`src/rtl/shop_pkg.sv`:
```
package shop_pkg;

   typedef enum logic [1:0] {
      SHK_LSL = 2'd0,
      SHK_LSR = 2'd1,
      SHK_ASR = 2'd2,
      SHK_ROR = 2'd3
   } shift_kind_e;

endpackage

```
`src/rtl/shop_barrel.sv`:
```
module shop_barrel
   import shop_pkg::*;
#(
   parameter int DATA_W = 32,
   localparam int SH_W = $clog2(DATA_W)
) (
   input  logic [DATA_W-1:0] din,
   input  shift_kind_e       kind,
   input  logic [SH_W-1:0]   amt,
   output logic [DATA_W-1:0] dout,
   output logic              cout
);

   logic [DATA_W-1:0] stg [0:SH_W];
   assign stg[0] = din;

   for (genvar s = 0; s < SH_W; s++) begin : g_stage
      localparam int D = 1 << s;
      logic [DATA_W-1:0] moved;
      always_comb begin
         unique case (kind)
            SHK_LSL: moved = {stg[s][DATA_W-1-D:0], {D{1'b0}}};
            SHK_LSR: moved = {{D{1'b0}}, stg[s][DATA_W-1:D]};
            SHK_ASR: moved = {{D{stg[s][DATA_W-1]}}, stg[s][DATA_W-1:D]};
            default: moved = {stg[s][D-1:0], stg[s][DATA_W-1:D]};
         endcase
      end
      assign stg[s+1] = amt[s] ? moved : stg[s];
   end

   assign dout = stg[SH_W];

   // last bit leaving the word
   logic [SH_W:0]   idx_left;
   logic [SH_W-1:0] idx_right;
   assign idx_left  = (SH_W+1)'(DATA_W) - {1'b0, amt};
   assign idx_right = amt - SH_W'(1);

   always_comb begin
      if (amt == '0)
         cout = 1'b0;
      else if (kind == SHK_LSL)
         cout = din[idx_left[SH_W-1:0]];
      else
         cout = din[idx_right];
   end

endmodule

```
`src/rtl/shop_select.sv`:
```
module shop_select
   import shop_pkg::*;
#(
   parameter int DATA_W = 32,
   parameter int AMT_W  = 8,
   localparam int SH_W  = $clog2(DATA_W)
) (
   input  logic [DATA_W-1:0] din,
   input  logic              cin,
   input  shift_kind_e       kind,
   input  logic              reg_mode,
   input  logic [AMT_W-1:0]  amt,
   input  logic [DATA_W-1:0] bar_res,
   input  logic              bar_c,
   output logic [DATA_W-1:0] res,
   output logic              cout
);

   logic low_zero, far, exact, msb;
   logic [DATA_W-1:0] fill;

   assign low_zero = (amt[SH_W-1:0] == '0);
   assign far      = |amt[AMT_W-1:SH_W];
   assign exact    = (amt == AMT_W'(DATA_W));
   assign msb      = din[DATA_W-1];
   assign fill     = {DATA_W{msb}};

   always_comb begin
      res  = bar_res;
      cout = bar_c;
      if (!reg_mode) begin
         if (low_zero) begin
            unique case (kind)
               SHK_LSL: begin res = din;                     cout = cin;    end
               SHK_LSR: begin res = '0;                      cout = msb;    end
               SHK_ASR: begin res = fill;                    cout = msb;    end
               default: begin res = {cin, din[DATA_W-1:1]};  cout = din[0]; end
            endcase
         end
      end else if (amt == '0) begin
         res  = din;
         cout = cin;
      end else begin
         unique case (kind)
            SHK_LSL, SHK_LSR: begin
               if (far) begin
                  res  = '0;
                  cout = exact ? ((kind == SHK_LSL) ? din[0] : msb) : 1'b0;
               end
            end
            SHK_ASR: begin
               if (far) begin
                  res  = fill;
                  cout = msb;
               end
            end
            default: begin
               if (low_zero) begin
                  res  = din;
                  cout = msb;
               end
            end
         endcase
      end
   end

endmodule

```
`src/rtl/shop_out_stage.sv`:
```
module shop_out_stage #(
   parameter int DATA_W  = 32,
   parameter bit OUT_REG = 1'b1
) (
   input  logic              clk,
   input  logic              rst_n,
   input  logic [DATA_W-1:0] d_res,
   input  logic              d_c,
   output logic [DATA_W-1:0] q_res,
   output logic              q_c
);

   if (OUT_REG) begin : g_flop
      always_ff @(posedge clk or negedge rst_n) begin
         if (!rst_n) begin
            q_res <= '0;
            q_c   <= 1'b0;
         end else begin
            q_res <= d_res;
            q_c   <= d_c;
         end
      end
   end else begin : g_wire
      assign q_res = d_res;
      assign q_c   = d_c;
   end

endmodule

```
`src/rtl/shop_unit.sv`:
```
module shop_unit
   import shop_pkg::*;
#(
   parameter int DATA_W  = 32,
   parameter int AMT_W   = 8,
   parameter bit OUT_REG = 1'b1,
   localparam int SH_W   = $clog2(DATA_W)
) (
   input  logic              clk_i,
   input  logic              rst_ni,
   input  logic [DATA_W-1:0] data_i,
   input  logic [1:0]        kind_i,
   input  logic              reg_mode_i,
   input  logic [AMT_W-1:0]  amount_i,
   input  logic              carry_i,
   output logic [DATA_W-1:0] result_o,
   output logic              carry_o
);

   if (DATA_W < 8 || (DATA_W & (DATA_W - 1)) != 0) begin : g_bad_width
      $error("shop_unit: DATA_W must be a power of two, at least 8");
   end
   if (AMT_W <= SH_W) begin : g_bad_amt
      $error("shop_unit: AMT_W must exceed log2(DATA_W)");
   end

   shift_kind_e       kind;
   logic [DATA_W-1:0] bar_res, sel_res;
   logic              bar_c, sel_c;

   assign kind = shift_kind_e'(kind_i);

   shop_barrel #(.DATA_W(DATA_W)) u_barrel (
      .din  (data_i),
      .kind (kind),
      .amt  (amount_i[SH_W-1:0]),
      .dout (bar_res),
      .cout (bar_c)
   );

   shop_select #(.DATA_W(DATA_W), .AMT_W(AMT_W)) u_select (
      .din      (data_i),
      .cin      (carry_i),
      .kind     (kind),
      .reg_mode (reg_mode_i),
      .amt      (amount_i),
      .bar_res  (bar_res),
      .bar_c    (bar_c),
      .res      (sel_res),
      .cout     (sel_c)
   );

   shop_out_stage #(.DATA_W(DATA_W), .OUT_REG(OUT_REG)) u_out (
      .clk   (clk_i),
      .rst_n (rst_ni),
      .d_res (sel_res),
      .d_c   (sel_c),
      .q_res (result_o),
      .q_c   (carry_o)
   );

   AST_REG_ZERO_HOLD: assert property (@(posedge clk_i) disable iff (!rst_ni)
      (reg_mode_i && amount_i == '0) |-> (sel_res == data_i && sel_c == carry_i));

   AST_FAR_SHIFT_CLEAR: assert property (@(posedge clk_i) disable iff (!rst_ni)
      (reg_mode_i && (kind_i == 2'd0 || kind_i == 2'd1) && amount_i > AMT_W'(DATA_W))
      |-> (sel_res == '0 && !sel_c));

   AST_SIGN_FILL: assert property (@(posedge clk_i) disable iff (!rst_ni)
      (kind_i == 2'd2 && ((reg_mode_i && amount_i >= AMT_W'(DATA_W)) ||
                          (!reg_mode_i && amount_i[SH_W-1:0] == '0)))
      |-> (sel_res == {DATA_W{data_i[DATA_W-1]}} && sel_c == data_i[DATA_W-1]));

   AST_RRX_FORM: assert property (@(posedge clk_i) disable iff (!rst_ni)
      (!reg_mode_i && kind_i == 2'd3 && amount_i[SH_W-1:0] == '0)
      |-> (sel_res == {carry_i, data_i[DATA_W-1:1]} && sel_c == data_i[0]));

   AST_ROR_WRAP: assert property (@(posedge clk_i) disable iff (!rst_ni)
      (reg_mode_i && kind_i == 2'd3 && amount_i != '0 && amount_i[SH_W-1:0] == '0)
      |-> (sel_res == data_i && sel_c == data_i[DATA_W-1]));

   if (OUT_REG) begin : g_lat_chk
      logic primed;
      always_ff @(posedge clk_i or negedge rst_ni) begin
         if (!rst_ni) primed <= 1'b0;
         else         primed <= 1'b1;
      end
      AST_STAGE_LATENCY: assert property (@(posedge clk_i) disable iff (!rst_ni)
         primed |-> (result_o == $past(sel_res) && carry_o == $past(sel_c)));
   end

endmodule

```
`config.mk`:
```
export PLATFORM = sky130hd
export DESIGN_NAME = shop_unit
export DESIGN_NICKNAME = d
export VERILOG_FILES = /design/src/rtl/shop_pkg.sv /design/src/rtl/shop_barrel.sv /design/src/rtl/shop_select.sv /design/src/rtl/shop_out_stage.sv /design/src/rtl/shop_unit.sv
export SDC_FILE = /design/constraint.sdc
export NUM_CORES = 1
export LEC_CHECK = 0
export BUFFER_PORTS_ARGS = -buffer_cell sky130_fd_sc_hd__buf_4
export CORE_UTILIZATION = 63
export CTS_CLUSTER_DIAMETER = 50
export DETAILED_ROUTE_END_ITERATION = 8
export PLACE_DENSITY = 0.84
export SETUP_SLACK_MARGIN = 0.1
export SLEW_MARGIN = 5
export SYNTH_ARGS = -nofsm -noshare
export SYNTH_HDL_FRONTEND = slang
export SYNTH_SLANG_ARGS = --single-unit
export TNS_END_PERCENT = 20
```
`constraint.sdc`:
```
create_clock -name clk_i -period 0.8 [get_ports clk_i]
set_input_delay 0.16 -clock clk_i [delete_from_list [all_inputs] [get_ports clk_i]]
set_output_delay 0.16 -clock clk_i [all_outputs]
set_load 0.02 [all_outputs]
```
==> results of run 1 <==
-- metrics by stage --
step                setup TNS (ns)  utilization (%)
floorplan                   -54.26                -
global placement            -69.79             95.5
detailed placement          -79.68             95.5
-- cells in the mapped netlist (17+ instances only) --
cell type / n / area share [%]
nand3b_1: 26 / 2.3
o31ai_1: 28 / 2.5
a211oi_1: 32 / 2.9
o21ai_0: 96 / 5.7
mux4_2: 21 / 5.7
clkbuf_1: 84 / 3.8
inv_1: 25 / 1.1
a31oi_1: 43 / 3.2
dfrtp_1: 33 / 9.9
nor2b_1: 24 / 1.8
nand2_1: 113 / 5.1
nor3_1: 31 / 1.9
nand3_1: 23 / 1.4
o221ai_1: 23 / 2.4
a21oi_1: 99 / 5.9
nor2_1: 107 / 4.8
o211ai_1: 21 / 1.9
a221oi_1: 17 / 1.8
buf_2: 40 / 2.4
-- cell families after synthesis --
logic type	share of synthesized area [%]
buf+inv	9.86
simple gates	23.3
flops	9.87
fa+ha+maj	0.898
compound gates	48.1
mux	7.63
xor+xnor	0.314
==> impl_results.md, run 1 <==
* Mean Syn Cell Area at roughly 6.9 um^2
* CTS resizes at 173
* Fail Step: 4_1_cts
* Cell Area, Synth at around 0.0084 mm^2
* Syn_nets at approximately 1.3k
* Clock sink count at 33
* Async SR Flop Fraction at 100%
* Post-synth EDFFs at 0
* Synth warnings at 0
* CTS Buffer Depth at 2
* Number of post-CTS setup repair buffers at 27
* Post-synth cell types at between 80 and 90
* Starting Density at between 60% and 70%
* Die X at between 100 and 150 um
* Hold-fix buffers, CTS at 1
* Status: aborted with a tool error
* FP Rows at roughly 40
* Global placement routability congestion at between 1 and 1.5
* I/O Buffers at around 80
* CTS Buf Count at 5
* Die Ht at 117 um
* Cells after synthesis at around 1.2k
* Num ports at 79
* Seq cells post-synth at 33
* Post-place setup slack at -2.72 ns
* Clk root buf: clkbuf_16
* Placed Cells incl. Taps at around 1.8k
* Placed Area at approximately 0.012 mm^2
* Synth Flop Type: dfrtp_1
* Run Error: [ERROR DPL-0038] Utilization greater than 100%, impossible to legalize
* CTS H-tree depth at 2
* Sequential element share of the synthesized area at about a tenth
* DP HPWL at ~44,000 um
==> run 2: changes to the inputs <==
- CORE_UTILIZATION: 63 -> 40
- CTS_CLUSTER_DIAMETER: 50 -> default
- PLACE_DENSITY: 0.84 -> default
- PLACE_DENSITY_LB_ADDON: default -> 0.15
- SETUP_SLACK_MARGIN: 0.1 -> default
==> run 2 against run 1 <==
  * Area after synthesis unchanged
  * The flow now finishes, with violations (negative setup slack)
  * Synthesized cell count unchanged
==> impl_results.md, run 2 <==
* Wire per inst at between 20 and 30 um
* Data arrival time of the worst path at just over 3 ns
* Hold Crit Endpoint: u_out.q_c
* Worst Path Required at ~1 ns
* Min-delay src: carry_i
* Post-synth top cells: 113 x nand2_1, 107 x nor2_1, 99 x a21oi_1, 96 x o21ai_0, 84 x clkbuf_1
* GRT overflow at 0
* Gr usage total at between 50% and 60%
* Commonest non-fill, non-tap cells in the layout: 522 x buf_4, 111 x nand2_1, 101 x nor2_1
* Unrepaired setup endpoints after global routing: yes
* Share of post-route cells with drive strength above 1 at between 50% and 60%
* NumNets Final at 1,730
* Async SR Flop Fraction at 100% (unchanged)
* Clock sink count at 33 (unchanged)
* Normalized max-slew margin at between 40% and 50%
* Synth area leader: dfrtp_1
* Crit Path Category: primary input to flip-flop
* CTS H-tree depth at 2 (unchanged)
* Initial drt markers at around 1.9k
* # DRC at 0
* Sequential element share of the synthesized area at 9.87% (unchanged)
* Die Ht at 147 um (+25%)
* LEAKAGE at roughly 6 nW
* Max cap viols at 0
* Fmax at roughly 350 MHz
* Crit path time final at ~2.9 ns
* Hold Path Depth at 4
* Commonest non-fill, non-tap cell in the layout: buf_4
* Final Util at a little over 70%
* Post-synth EDFFs at 0 (unchanged)
* Syn_nets at 1,266 (unchanged)
* Most common cell in the synthesized netlist: nand2_1
* Seq cells post-synth at 33 (unchanged)
* Global placement routability congestion at 1.11 (-15%)
* Core Footprint at between 0.02 and 0.025 mm^2
* PwrDens at around 1100 mW/mm^2
* Clk root buf: clkbuf_16
* Setup violators final at 66
* Setup TNS at -69.63 ns
* Drt total wl at 57,400 um
* Die X at 147 um (+25%)
* Post-synth cell types at 85 (unchanged)
* Vias in the first global route at approximately 13k
* Starting Density at 41.1% (-24 points)
* Hold Path Class: primary input to flip-flop
* DP HPWL at 42,700 um (-3.1%)
* Max-slew violations at 0
* ANT cells at 0
* Mean Syn Cell Area at 6.89 um^2 (unchanged)
* I/O Buffers at 78 (unchanged)
* Max reg flops at 32
* CP Capture Type: flip-flop
* Routed via count at roughly 14k
* FP Rows at 52 (+27%)
* Setup slack after layout at -2.09 ns
* Storage element area at ~830 um^2
* CTS Buf Count at 5 (unchanged)
* Num ports at 79 (unchanged)
* Filler Cells Inserted at 1,691
* Cell Area, Synth at 0.00836 mm^2 (unchanged)
* Failing checks: negative setup slack
* Worst IR drop on VDD at approximately 0.0007 V
* Post-place setup slack at -2.47 ns (+0.247 ns)
* Top cells by area, synth: dfrtp_1 9.9%, a21oi_1 5.9%, o21ai_0 5.7%
* Pwr Total at roughly 15 mW
* Worst slew pin tran at between 0.8 and 0.9 ns
* CTS tree: done
* Part of the cycle the worst path needs at 361%
* Fin area at roughly 0.015 mm^2
* CTS Buffer Depth at 2 (unchanged)
* Reg with most FFs: u_out.q_res
* CP startpoint kind: primary input
* Placed Area at 0.0125 mm^2 (+2.8%)
* Worst-path clk slew at 0.06 ns
* Area of the multi-input gates at around 0.008 mm^2
* Synth warnings at 0 (unchanged)
* Biggest registers after layout: u_out.q_res (32), u_out.q_c (1)
* Synth Flop Type: dfrtp_1
* Via density at between 7 and 8
* Antenna violation net count after detailed routing at 0
* Critical-path maximum fanout at 8
* Top cell type's share of synthesized area at 9.87% (unchanged)
* DIE AREA at between 0.02 and 0.025 mm^2
* Pin count of the biggest net entering global routing at 34
* Status: finished with violations
* Drt pass-1 iters at 9
* Area delta synth->final at 73.9%
* First-pass GRT wire length at between 80,000 and 90,000 um
* Cells after synthesis at 1,214 (unchanged)
* Fin. Hold Viols at 0
* Initial antenna violation count at 1
==> run 2: cell counts after synthesis <==
Identical to the previous run, type by type.
==> run 2: report_power, final <==
group	switching, mW	internal [mW]
logic	6.20	5.15
registers	0.112	1.90
clock network	0.832	1.14
==> run 2: cells by family after synthesis <==
logic type                 share of synthesized area [%]
adders and majority gates                          0.898
xor gates and xnor gates                           0.314
and+or+nand+nor                                     23.3
muxes                                               7.63
buffers and inverters                               9.86
AOI/OAI and AO/OA                                   48.1
DFF                                                 9.87
==> run 2: worst max path at each step <==
stage                 from              end  cells past startpoint
5_1_grt          kind_i[0]   u_out.q_res[4]                     16
3_3_place_gp     kind_i[0]  u_out.q_res[11]                     14
6_report         kind_i[0]  u_out.q_res[22]                     16
3_5_place_dp     kind_i[0]  u_out.q_res[23]                     15
4_1_cts          kind_i[0]   u_out.q_res[4]                     14
2_1_floorplan  amount_i[1]        u_out.q_c                     14
==> run 2: stage by stage <==
stage	hold slack [ns]	cells
2_1_floorplan	-0.136	1214
3_3_place_gp	0.132	1891
4_1_cts	0.313	1938
5_1_grt	0.340	1949
6_report	0.318	1949
3_5_place_dp	0.141	1891
==> run 2: final cells by class <==
cell class                 count  area share, %
multi-input combinational   1004           55.1
tap                          270           2.32
timing repair buffer         607           35.2
clock inverter                 3          0.120
sequential                    33           5.68
inverter                      27          0.740
clock buffer                   5          0.860
==> run 2: worst max-delay path, stage by stage <==
cell,delay [ns]
buf_8,0.10
buf_12,0.12
ha_4,0.21
buf_8,0.16
buf_6,0.13
nor2b_4,0.20
nand2_1,0.21
a31oi_2,0.37
o21a_1,0.20
nor3_4,0.05
buf_6,0.15
o221ai_4,0.39
buf_6,0.19
a21oi_2,0.03
a21o_1,0.22
a31oi_1,0.18
==> run 2: metal layers <==
layer  up-vias  GRT usage (%)  part of all wire [%]
met5         -              0                 0.023
met4         2           39.6                   9.8
met3       358           13.5                    14
met2      1320           76.7                    40
met1      6352           65.1                    36
li1       5689              -                     -
==> run 2: timing repair <==
| action | 4_1_cts | 5_1_grt |
|---|---|---|
| setup buffers | 35 | 15 |
| endpoints found under the setup margin | 66 | 72 |
| gates resized for setup | 200 | 99 |
| pin swaps | 85 | 39 |
| endpoints found under the hold margin | 33 | 0 |
| cloned | 5 | 0 |
| hold buffers | 1 | 0 |
No activity file was read; power rests on OpenSTA's default activity.
